File: config.mk
export PLATFORM = sky130hd
export DESIGN_NAME = serreg_host
export DESIGN_NICKNAME = d
export VERILOG_FILES = /design/src/rtl/serreg_pkg.sv /design/src/rtl/serreg_timer.sv /design/src/rtl/serreg_shift.sv /design/src/rtl/serreg_host.sv
export SDC_FILE = /design/constraint.sdc
export NUM_CORES = 1
export LEC_CHECK = 0
export BUFFER_PORTS_ARGS = -buffer_cell sky130_fd_sc_hd__buf_2
export CAP_MARGIN = 20
export CORE_UTILIZATION = 45
export DETAILED_ROUTE_END_ITERATION = 7
export PLACE_DENSITY_LB_ADDON = 0.25
export SLEW_MARGIN = 20
export SYNTH_ARGS = -nofsm -noshare
export SYNTH_HDL_FRONTEND = slang
export SYNTH_SLANG_ARGS = --single-unit
File: constraint.sdc
create_clock -name clk -period 3.45 [get_ports clk]
set_input_delay 0.1725 -clock clk [delete_from_list [all_inputs] [get_ports clk]]
set_output_delay 0.1725 -clock clk [all_outputs]
set_load 0.05 [all_outputs]
File: src/rtl/serreg_pkg.sv
package serreg_pkg;

  typedef enum logic [1:0] {
    ST_IDLE = 2'd0,
    ST_HIGH = 2'd1,
    ST_LOW  = 2'd2,
    ST_TAIL = 2'd3
  } serreg_state_e;

  // ceiling conversion from nanoseconds to clock cycles, never below one
  function automatic int ns2cyc(input int ns, input int clk_ns);
    int c;
    c = (ns + clk_ns - 1) / clk_ns;
    return (c < 1) ? 1 : c;
  endfunction

  function automatic int imax(input int a, input int b);
    return (a > b) ? a : b;
  endfunction

  function automatic logic [1:0] eff_count(input logic [1:0] n);
    return (n == 2'd0) ? 2'd1 : n;
  endfunction

  function automatic logic [7:0] cmd_byte(input logic wr, input logic [5:0] a);
    return {wr, 1'b0, a};
  endfunction

  // full outgoing frame, command byte on top, data left-packed beneath it
  function automatic logic [31:0] frame(input logic wr, input logic [5:0] a,
                                        input logic [1:0] n, input logic [23:0] d);
    logic [23:0] al;
    if (!wr) al = 24'h0;
    else begin
      case (n)
        2'd1:    al = {d[7:0], 16'h0};
        2'd2:    al = {d[15:0], 8'h0};
        default: al = d;
      endcase
    end
    return {cmd_byte(wr, a), al};
  endfunction

endpackage

File: src/rtl/serreg_timer.sv
module serreg_timer #(
  parameter int W = 8
) (
  input  logic         clk,
  input  logic         rst_n,
  input  logic         load,
  input  logic [W-1:0] load_val,
  output logic         expired
);
  logic [W-1:0] cnt;

  always_ff @(posedge clk or negedge rst_n) begin
    if (!rst_n)           cnt <= '0;
    else if (load)        cnt <= load_val;
    else if (cnt != '0)   cnt <= cnt - 1'b1;
  end

  assign expired = (cnt == '0);
endmodule

File: src/rtl/serreg_shift.sv
module serreg_shift #(
  parameter int TXW = 32,
  parameter int RXW = 24
) (
  input  logic           clk,
  input  logic           rst_n,
  input  logic           load,
  input  logic [TXW-1:0] load_val,
  input  logic           shift,
  input  logic           sample,
  input  logic           miso,
  output logic           mosi,
  output logic [RXW-1:0] rx
);
  logic [TXW-1:0] tx;

  always_ff @(posedge clk or negedge rst_n) begin
    if (!rst_n) begin
      tx <= '0;
      rx <= '0;
    end else begin
      if (load)       tx <= load_val;
      else if (shift) tx <= {tx[TXW-2:0], 1'b0};
      if (load)        rx <= '0;
      else if (sample) rx <= {rx[RXW-2:0], miso};
    end
  end

  assign mosi = tx[TXW-1];
endmodule

File: src/rtl/serreg_host.sv
module serreg_host
  import serreg_pkg::*;
#(
  parameter int CLK_NS      = 10,
  parameter int T_CSS_NS    = 50,
  parameter int T_HI_NS     = 50,
  parameter int T_LO_NS     = 50,
  parameter int T_CSH_NS    = 100,
  parameter int T_RDWAIT_NS = 4000,
  parameter int T_WRGAP_NS  = 400,
  parameter int T_RDGAP_NS  = 50
) (
  input  logic        clk,
  input  logic        rst_n,
  input  logic        start,
  input  logic        wr,
  input  logic [5:0]  addr,
  input  logic [1:0]  nbytes,
  input  logic [23:0] wdata,
  output logic        busy,
  output logic        done,
  output logic [23:0] rdata,
  output logic        cs_n,
  output logic        sclk,
  output logic        mosi,
  input  logic        miso
);
  localparam int C_HI    = ns2cyc(T_HI_NS, CLK_NS);
  localparam int C_LO    = ns2cyc(T_LO_NS, CLK_NS);
  localparam int C_CSS   = ns2cyc(T_CSS_NS, CLK_NS);
  localparam int C_CSH   = ns2cyc(T_CSH_NS, CLK_NS);
  localparam int C_FIRST = imax(C_CSS, C_HI);
  localparam int C_RDW   = imax(ns2cyc(T_RDWAIT_NS, CLK_NS), C_HI);
  localparam int C_WG    = imax(ns2cyc(T_WRGAP_NS, CLK_NS), C_HI);
  localparam int C_RG    = imax(ns2cyc(T_RDGAP_NS, CLK_NS), C_HI);
  localparam int C_TAIL  = imax(1, C_CSH - C_LO);
  localparam int C_MAX   = imax(imax(imax(C_FIRST, C_RDW), imax(C_WG, C_RG)),
                                imax(C_LO, C_TAIL));
  localparam int CW      = $clog2(C_MAX + 1);

  serreg_state_e state;
  logic [4:0]    rem;      // bits still to send after the current one
  logic          is_wr;
  logic [1:0]    nb;
  logic [23:0]   rx;
  logic          expired;
  logic [CW-1:0] load_val;
  logic [1:0]    n_eff;

  // named internal events, also watched by the checker
  logic ev_accept, ev_fall, ev_rise, ev_last, ev_end;
  logic byte_end, cmd_end, data_bit, do_sample, do_shift;

  assign n_eff     = eff_count(nbytes);
  assign ev_accept = start && (state == ST_IDLE);
  assign ev_fall   = (state == ST_HIGH) && expired;
  assign ev_rise   = (state == ST_LOW) && expired;
  assign ev_last   = ev_rise && (rem == 5'd0);
  assign ev_end    = (state == ST_TAIL) && expired;
  assign byte_end  = (rem[2:0] == 3'd0);
  assign cmd_end   = (rem == {nb, 3'b000});
  assign data_bit  = (rem < {nb, 3'b000});
  assign do_sample = ev_fall && !is_wr && data_bit;
  assign do_shift  = ev_rise && (rem != 5'd0);

  always_comb begin
    if (ev_accept)            load_val = CW'(C_FIRST - 1);
    else if (ev_fall)         load_val = CW'(C_LO - 1);
    else if (ev_last)         load_val = CW'(C_TAIL - 1);
    else if (cmd_end && !is_wr) load_val = CW'(C_RDW - 1);
    else if (byte_end)        load_val = is_wr ? CW'(C_WG - 1) : CW'(C_RG - 1);
    else                      load_val = CW'(C_HI - 1);
  end

  serreg_timer #(.W(CW)) u_timer (
    .clk      (clk),
    .rst_n    (rst_n),
    .load     (ev_accept || ev_fall || ev_rise),
    .load_val (load_val),
    .expired  (expired)
  );

  serreg_shift #(.TXW(32), .RXW(24)) u_shift (
    .clk      (clk),
    .rst_n    (rst_n),
    .load     (ev_accept),
    .load_val (frame(wr, addr, n_eff, wdata)),
    .shift    (do_shift),
    .sample   (do_sample),
    .miso     (miso),
    .mosi     (mosi),
    .rx       (rx)
  );

  always_ff @(posedge clk or negedge rst_n) begin
    if (!rst_n) begin
      state <= ST_IDLE;
      cs_n  <= 1'b1;
      sclk  <= 1'b1;
      done  <= 1'b0;
      rdata <= '0;
      rem   <= '0;
      is_wr <= 1'b0;
      nb    <= 2'd1;
    end else begin
      done <= 1'b0;
      unique case (state)
        ST_IDLE: if (ev_accept) begin
          cs_n  <= 1'b0;
          is_wr <= wr;
          nb    <= n_eff;
          rem   <= {n_eff, 3'b111};
          state <= ST_HIGH;
        end
        ST_HIGH: if (expired) begin
          sclk  <= 1'b0;
          state <= ST_LOW;
        end
        ST_LOW: if (expired) begin
          sclk <= 1'b1;
          if (rem == 5'd0) state <= ST_TAIL;
          else begin
            rem   <= rem - 5'd1;
            state <= ST_HIGH;
          end
        end
        ST_TAIL: if (expired) begin
          cs_n  <= 1'b1;
          done  <= 1'b1;
          rdata <= rx;
          state <= ST_IDLE;
        end
        default: state <= ST_IDLE;
      endcase
    end
  end

  assign busy = (state != ST_IDLE);
endmodule

==> results of run 1 <==
## placed cells by master (no fill, tap or decap), types with 6 or more instances in the layout
master and n:
buf_4 11, o21ai_0 26, a21oi_1 28, clkbuf_8 10
mux2_2 24, inv_1 12, nor2_1 30, nor2_2 21
buf_2 64, dfrtp_1 99, nor2b_1 6, a31oi_1 6
nand2_1 45, o22ai_1 15, mux2i_1 53
## registers in the layout, summed over array words and instances, names as in the netlist
name,cells
u_shift.rx,24
u_shift.tx,32
nb,2
sclk,1
u_timer.cnt,9
cs_n,1
rem,5
done,1
is_wr,1
state,2
rdata,24
## critical path, stage by stage, from the launching register on
cell and delay [ns]:
dfrtp_1 0.42, or4_1 0.61, or4_4 0.55, nor4_4 0.23
buf_4 0.39, mux2i_1 0.27, nor2_2 0.04
## stage by stage
| step | util [%] | setup WS, ns |
|---|---|---|
| after CTS | 53.42 | 0.7570 |
| after floorplan | - | 0.8330 |
| after global routing | 53.42 | 0.6410 |
| after global placement | 50.73 | 0.8312 |
| after detailed placement | 50.73 | 0.7822 |
| final | 53.42 | 0.7612 |
## path summary, 6_finish.rpt
kind / endpoint / slack [ns] / cells after the start
max in group asynchronous: u_shift.tx[27] / 2.21 / 3
worst max-delay path: u_shift.rx[11] / 0.76 / 6
worst min-delay path: u_shift.tx[6] / 0.06 / 3
min in group asynchronous: state[0] / 0.36 / 2
worst min register to register: cs_n / 0.47 / 2
worst max register to register: u_shift.rx[11] / 0.76 / 6
## where the power goes
| part | leakage (nW) | total (mW) | switching [mW] | internal (mW) |
|---|---|---|---|---|
| Clock | 0.133 | 0.981 | 0.407 | 0.574 |
| Combinational | 1.18 | 0.934 | 0.532 | 0.403 |
| Sequential | 1.26 | 1.89 | 0.303 | 1.59 |
| Total | 2.58 | 3.81 | 1.24 | 2.57 |
## final cells by class
cell class / count / area (um^2)
clock buffers: 10 / 137.6
flip-flops and latches: 102 / 2556
well taps: 136 / 170.2
fillers: 977 / 4787
multi-input cells: 300 / 2039
repair buffers: 76 / 412.9
inverters: 12 / 45.04
clock inverters: 5 / 128.9
## layer usage
layer / GRT usage (%) / up-vias / share of wire, %
li1: - / 1662 / -
met1: 26.88 / 1682 / 48
met2: 30.84 / 66 / 47
met3: 4.554 / 7 / 3.3
met4: 5.533 / 0 / 0.89
met5: 0 / - / 0
## cell families (layout without fill, tap and decap cells)
logic type / Yosys count / count (layout)
AND/OR/NAND/NOR: 128 / 128
flip-flops: 102 / 102
AO/OA/AOI/OAI: 86 / 86
multiplexers: 77 / 77
buffers and inverters: 36 / 103
adder cells (fa/ha/maj): 5 / 5
XOR/XNOR: 4 / 4
==> results_dict.tcl, run 1 <==
set metrics [dict create \
    status "finished, final reports clean" \
    skew_ns 0.01027 \
    initial_core_util_pct 46.27 \
    syn_inst 438 \
    synth_fa_ha_area_share_pct 1.315 \
    ys.flop_type "dfrtp_1" \
    syn_avg_cell_area_um2 10.86 \
    rows 37 \
    gr-total-overflow 0 \
    clk_path_buf_depth 2 \
    finalHoldViolations 0 \
    routabilityCongestion 0.8129 \
    post_cts_buffers 0 \
    synth.most_common_cell "dfrtp_1" \
    synth_xor_xnor_area_share_pct 0.7366 \
    fp.dieH_um 104.8 \
    yosys_register_bits 102 \
    placed_area_um2 5214 \
    final_cell_area_um2 5490 \
    grt_pass1_vias 3388 \
    placement.io_buffers 65 \
    grt_pass1_wl_mm 16.97 \
    max-cap-violations 0 \
    synth_area_leader_cell "dfrtp_1" \
    place_hpwl_mm 6.544 \
    dieArea_um2 10980 \
    post-route-period-util_pct 77.94 \
    grtUsageTotal_pct 19.50 \
    synthDistinctLibCells 42 \
    crit_path_end_kind "flip-flop" \
    drt_first_pass_iters 4 \
    yosys-top-cells-count "dfrtp_1 (99), mux2i_1 (53), nand2_1 (45)" \
    area_delta_synth_final_pct 15.44 \
    root_buffer "clkbuf_8" \
    synthSimpleGateAreaFrac_pct 13.47 \
    ys_seq_area_share_pct 53.75 \
    final_cells 641 \
    power_mw 3.809 \
    wl_per_cell_um 15.13 \
    dp_cells 625 \
    numCtsBuffers 9 \
    cts_tree "built" \
    drc 0 \
    clk_pin_slew_ns 0.10 \
    drv_slew 0 \
    cp_data_arrival_time_ns 2.91 \
    r2r_start "u_timer.cnt[3]" \
    crit_fanout 24 \
    num_io_pins 66 \
    num_vias 3417 \
    core_area_um2 10280 \
    drive_gt1_share_pct 28.71 \
    cts_htree_levels 3 \
    drt_iter0_markers 135 \
    start_kind "flip-flop" \
    cts.sinks 102 \
    wirelength_mm 9.696 \
    grt_start_max_net_pins 49 \
    yosys_warnings 0 \
    relSlewSlack_pct 53.15 \
    synth_nets 480 \
    powerDensity_nw_per_um2 693.8 \
    syn_area_um2 4756 \
    cts_hold_buffers 1 \
    timing.hold.ws_ns 0.06135 \
    viasPerCell 5.331 \
    postCtsResizedCells 0 \
    antenna_found_initial 0 \
    synth_mux_area_share_pct 16.84 \
    max_freq_mhz 371.9 \
    synthTopCellsByArea "dfrtp_1 (52%), mux2i_1 (11%), mux2_2 (5.7%), nand2_1 (3.6%), a21oi_1 (2.9%)" \
    crit_type "reg -> reg" \
    setup_viol 0 \
    postRouteAntennaNets 0 \
    ir_drop_mv 0.3159 \
    cp.required_ns 3.67 \
    setup-tns-final_ns 0 \
    synth_compound_area_share_pct 10.42 \
    fin_nets 543 \
    synth-async-reset-ratio_pct 100.0 \
    clkLatencyLatePin_ns 0.36 \
    p_leak_nw 2.579 \
    period_minus_slack_ns 2.689 \
    rsz0062_at_grt "false" \
    synth_edf_count 0 \
    tightest_slew_ns 0.7013 \
    min_from "wdata[6]" \
    die_x_um 104.8 \
    critical_path.startpoint "u_timer.cnt[3]" \
    synth_top_family_by_area "multiplexers" \
    hold_path_class "in -> reg" \
    synth.top_cell.area_share_pct 52.09 \
    antenna_cells 0 \
]
(Power assumes the default switching activity.)
==> run 2: changes to the inputs <==
Settings changed: ABC_AREA from default to 1.
Clock period 3.45 ns to 2.7 ns, I/O delays scaled along.
==> run 2 against run 1 <==
  * Register-to-register slack worse by 0.11 ns
  * Global-route usage is 0.59 points higher
  * First-iteration DRC count is 100% higher
  * Hold slack worse by 0.046 ns
  * Die area is 3.0% higher
  * Clock power is 8.7% lower
  * Critical path type unchanged
==> results_dict.tcl, run 2 <==
set metrics [dict create \
    status "finished, final reports clean" \
    rows 37 \
    grt_pass1_wl_mm 17.82 \
    synth.top_cell.area_share_pct 50.55 \
    clkLatencyLatePin_ns 0.36 \
    syn_area_um2 4901 \
    reg_top3 "u_shift.tx (32), rdata (24), u_shift.rx (24)" \
    routabilityCongestion 0.8584 \
    yosys-top-cells-count "nand2_1 (213), dfrtp_1 (99), inv_1 (37)" \
    p_seq_share_pct 60.4 \
    finalHoldViolations 0 \
    grtUsageTotal_pct 20.09 \
    numCtsBuffers 9 \
    synth_mux_area_share_pct 0 \
    whs_endpoint "u_shift.tx[0]" \
    relSlewSlack_pct 42.01 \
    largest_reg_flops 32 \
    grt_pass1_vias 3709 \
    synth_edf_count 0 \
    synth-async-reset-ratio_pct 100.0 \
    internal_power_mw 1.918 \
    num_vias 3914 \
    most-common-layout-cells "nand2_1 (213), dfrtp_1 (99), buf_2 (64)" \
    crit_fanout 11 \
    drt_first_pass_iters 5 \
    postCtsResizedCells 0 \
    drt_iter0_markers 270 \
    synth_compound_area_share_pct 15.04 \
    combPwrFrac_pct 4.2 \
    yosys_register_bits 102 \
    reg2reg_to "u_shift.rx[5]" \
    syn_inst 567 \
    synth_area_leader_cell "dfrtp_1" \
    rrSetupSlack_ns 0.65 \
    cp.required_ns 2.93 \
    synthTopCellsByArea "dfrtp_1 (51%), nand2_1 (16%), a22oi_1 (3.2%), o21ai_1 (3.2%), inv_1 (2.8%)" \
    viasPerCell 5.110 \
    setup_viol 0 \
    hold_path_class "in -> reg" \
    ff2ff_path_depth 5 \
    clk_path_buf_depth 2 \
    regMostFlops "u_shift.tx" \
    antenna_cells 0 \
    timing.hold.ws_ns 0.01557 \
    crit_type "reg -> reg" \
    tightest_slew_ns 0.8680 \
    placement.io_buffers 65 \
    die_x_um 106.4 \
    ir_drop_mv 0.2123 \
    syn_avg_cell_area_um2 8.644 \
    grt_start_max_net_pins 68 \
    gr-total-overflow 0 \
    cts_htree_levels 3 \
    synth_fa_ha_area_share_pct 1.276 \
    holdPathStages 3 \
    place_hpwl_mm 7.127 \
    synth_top_family_by_area "simple AND/OR/NAND/NOR gates" \
    clkPwrFrac_pct 35.4 \
    synthDistinctLibCells 38 \
    drc 0 \
    num_io_pins 66 \
    period_minus_slack_ns 2.050 \
    drive_gt1_share_pct 20.00 \
    dieArea_um2 11310 \
    max-cap-violations 0 \
    skew_ns 0.01278 \
    fp.dieH_um 106.4 \
    initial_core_util_pct 46.84 \
    fillers 989 \
    post-route-period-util_pct 75.91 \
    min_from "wdata[0]" \
    wl_per_cell_um 13.36 \
    ys.flop_type "dfrtp_1" \
    root_buffer "clkbuf_8" \
    synth.most_common_cell "nand2_1" \
    powerDensity_nw_per_um2 462.3 \
    cp_data_arrival_time_ns 2.28 \
    synth_nets 609 \
    cts_tree "built" \
    yosys_warnings 0 \
    final_common_cell "nand2_1" \
    switchingPower_mw 0.6115 \
    crit_path_end_kind "flip-flop" \
    synthSimpleGateAreaFrac_pct 23.00 \
    core_area_um2 10460 \
    clk_pin_slew_ns 0.10 \
    ys_seq_area_share_pct 52.16 \
    wirelength_mm 10.23 \
    rsz0062_at_grt "false" \
    max_freq_mhz 487.9 \
    area_delta_synth_final_pct 11.64 \
    drv_slew 0 \
    postRouteAntennaNets 0 \
    r2r_start "rem[4]" \
    setup-tns-final_ns 0 \
    power.share.switching_pct 24.18 \
    start_kind "flip-flop" \
    cts.sinks 102 \
    antenna_found_initial 0 \
    p_leak_nw 2.718 \
    synth_xor_xnor_area_share_pct 0.8935 \
    fin_nets 667 \
]
==> run 2: timing repair <==
action	in CTS	in global routing
endpoints found under the hold margin	36	0
setup buffers	0	0
hold buffers	4	0
==> run 2: logic make-up after synthesis <==
kind of cell,count (synthesis)
xor+xnor,5
buf+inv,70
fa+ha+maj,5
compound gates,117
simple gates,268
flops,102
==> run 2: cell type report <==
type / count / area (um^2) / area share (%)
repair buffers: 73 / 422.9 / 7.729
clock inverters: 6 / 51.30 / 0.9376
flip-flops and latches: 102 / 2556 / 46.72
well taps: 136 / 170.2 / 3.110
inverters: 44 / 172.7 / 3.156
clock buffers: 10 / 127.6 / 2.332
multi-input cells: 395 / 1971 / 36.02
==> run 2: power groups by stage <==
stage / logic, mW / clock network, mW / registers [mW]
final: 0.106 / 0.896 / 1.53
after global routing: 0.121 / 0.995 / 1.53
after global placement: 0.102 / 0 / 1.56
after detailed placement: 0.103 / 0 / 1.56
after floorplan: 0.0286 / 0 / 1.56
after CTS: 0.108 / 0.927 / 1.53
==> run 2: layer usage <==
metal / vias up / track usage [%] / part of all wire, %
met4: 0 / 6.944 / 1.0
li1: 1970 / - / -
met2: 113 / 30.66 / 45
met1: 1826 / 29.03 / 50
met3: 5 / 3.127 / 4.6
met5: - / 0 / 0
==> run 2: metrics by stage <==
step | area (um^2) | total power, mW | std cells | setup WS (ns) | utilization (%)
after global placement | 5253 | 1.660 | 746 | 0.6876 | 50.20
final | 5472 | 2.529 | 766 | 0.6504 | 52.30
after global routing | 5472 | 2.644 | 766 | 0.4434 | 52.30
after floorplan | 4901 | 1.587 | 567 | 1.017 | -
after CTS | 5472 | 2.563 | 766 | 0.6402 | 52.30
after detailed placement | 5253 | 1.661 | 746 | 0.6528 | 50.20
==> run 2: worst max-delay path by stage <==
stage / startpoint / to / slack, ns
6_report: rem[4] / u_shift.rx[5] / 0.65
3_5_place_dp: u_timer.cnt[0] / rdata[19] / 0.65
2_1_floorplan: rem[4] / u_shift.rx[3] / 1.02
3_3_place_gp: u_timer.cnt[0] / rdata[20] / 0.69
5_1_grt: u_timer.cnt[0] / rdata[20] / 0.44
4_1_cts: u_timer.cnt[0] / rdata[19] / 0.64
==> run 2: critical path, stage by stage (launching register included) <==
cell	delay, ns
dfrtp_1	0.42
ha_1	0.32
a211oi_1	0.53
nand2_1	0.38
a21oi_1	0.21
a21oi_1	0.06
==> run 3: changes to the inputs <==
Clock period 2.7 ns to 1.7 ns, I/O delays scaled along.
==> run 3 against run 2 <==
  * Register-to-register slack lost 0.66 ns
  * Sequential share of layout area shrank 6.4 points
  * Global-route usage grew 2.0 points
  * Critical path depth up 6
  * Count of clock-buffer cells in the layout down 1
  * The flow now finishes with violations (negative setup slack)
  * Flip-flop and latch count is the same
  * Die area stayed put
==> results_dict.tcl, run 3 (synthesis results as in run 2) <==
set metrics [dict create \
    status "finished, violations left" \
    violations "negative setup slack" \
    dieArea_um2 11310 \
    most-common-layout-cells "nand2_1 (187), dfrtp_1 (99), buf_2 (64)" \
    antenna_cells 0 \
    rows 37 \
    drt_iter0_markers 222 \
    cp_data_arrival_time_ns 1.98 \
    grt_pass1_vias 4079 \
    clk_path_buf_depth 2 \
    path_cells "nor2_2 > nand2_1 > nor2_4 > buf_6 > nand2_4 > nor2_4 > nor2_4 > buf_6 > buf_12 > nand2_4 > nand3_2" \
    cts_tree "built" \
    post-route-period-util_pct 100.8 \
    clk_pin_slew_ns 0.11 \
    max-cap-violations 0 \
    cp_top_family "simple AND/OR/NAND/NOR gates" \
    timing.hold.ws_ns 0.007192 \
    final_common_cell "nand2_1" \
    fp.dieH_um 106.4 \
    hold_path_class "in -> reg" \
    crit_top_cell "nor2_4" \
    viasPerCell 5.174 \
    largest_reg_flops 32 \
    finalHoldViolations 0 \
    crit_fanout 8 \
    skew_ns 0.02734 \
    numCtsBuffers 9 \
    powerDensity_nw_per_um2 660.6 \
    gr-total-overflow 0 \
    placement.io_buffers 65 \
    cts_htree_levels 3 \
    rsz0062_at_grt "true" \
    root_buffer "clkbuf_8" \
    crit_type "reg -> reg" \
    area_delta_synth_final_pct 29.38 \
    grt_pass1_wl_mm 19.71 \
    drv_slew 0 \
    setup_viol 2 \
    crit_slowest_cell "dfrtp_1" \
    final_cells 818 \
    regMostFlops "u_shift.tx" \
    num_io_pins 66 \
    place_ws_ns -0.2271 \
    dp_cells 776 \
    cts.sinks 102 \
    crit_buf_inv 3 \
    reg_top3 "u_shift.tx (32), rdata (24), u_shift.rx (24)" \
    initial_core_util_pct 46.84 \
    drive_gt1_share_pct 32.26 \
    layout_setup_ws_ns -0.01292 \
    relSlewSlack_pct 70.98 \
    max_stage_delay_ns 0.44 \
    antenna_found_initial 0 \
    place_hpwl_mm 7.749 \
    wl_per_cell_um 14.56 \
    p_leak_nw 3.137 \
    clkLatencyLatePin_ns 0.39 \
    grt_start_max_net_pins 65 \
    drt_first_pass_iters 5 \
    core_area_um2 10460 \
    die_x_um 106.4 \
    tightest_slew_ns 0.4354 \
    postRouteAntennaNets 0 \
    crit_path_end_kind "flip-flop" \
    routabilityCongestion 0.8525 \
    num_vias 4232 \
    start_kind "flip-flop" \
    period_minus_slack_ns 1.713 \
    max_freq_mhz 583.8 \
    drc 0 \
    cp.required_ns 1.96 \
    grtUsageTotal_pct 22.13 \
    wirelength_mm 11.91 \
    fin_nets 719 \
    ir_drop_mv 0.5266 \
]
[run 3: per-stage QoR]
step	utilization, %	cell area, um^2	power, mW	TNS (ns)
6_report	60.61	6341	4.189	-0.01408
3_5_place_dp	52.60	5503	2.645	-5.219
5_1_grt	60.61	6341	4.355	-4.039
3_3_place_gp	52.60	5503	2.642	-3.001
2_1_floorplan	-	4901	2.520	0
4_1_cts	58.18	6087	4.225	-2.647
[run 3: worst min-delay path, delay by kind of cell]
family | cells | cell delay, ns
AOI/OAI and AO/OA | 2 | 0.17
buffers and inverters | 1 | 0.10
[run 3: routing by layer]
layer | track usage, % | share of wire [%] | up-vias | wire length, um
met5 | 0 | 0 | - | 0
met4 | 6.944 | 2.1 | 0 | 255
met3 | 3.495 | 4.6 | 24 | 544
met2 | 36.92 | 50 | 127 | 5971
met1 | 29.52 | 43 | 2015 | 5136
li1 | - | - | 2066 | -
[run 3: what timing repair did]
action | in CTS | in global routing
endpoints found under the hold margin | 33 | 1
pin swaps | 10 | 11
gates resized for setup | 44 | 46
setup buffers | 10 | 4
gates cloned | 4 | 1
setup endpoints to repair | 74 | 95
hold buffers | 7 | 1
[run 3: area by class of cell]
class                   instances  area, um^2
clock buffers                   9       123.9
clock inverters                 7       83.83
fillers                       909        4121
inverters                      44       195.2
multi-input cells             396        2253
flip-flops and latches        102        2556
well taps                     136       170.2
repair buffers                123       949.7
repair inverters                1       8.758
[run 3: final timing paths]
check | from | to | slack (ns) | depth (start not counted)
setup / recovery | u_timer.cnt[5] | u_shift.tx[26] | -0.01 | 11
hold / removal | wdata[5] | u_shift.tx[5] | 0.007 | 3
setup reg to reg | u_timer.cnt[5] | u_shift.tx[26] | -0.01 | 11
hold reg to reg | sclk | sclk | 0.47 | 2
max in group asynchronous | rst_n | nb[0] | 0.89 | 3
min in group asynchronous | rst_n | u_shift.rx[13] | 0.18 | 2
[run 3: power by group]
group	internal [mW]	switching (mW)
Sequential	2.43	0.000610
Combinational	0.0704	0.112
Clock	0.596	0.983
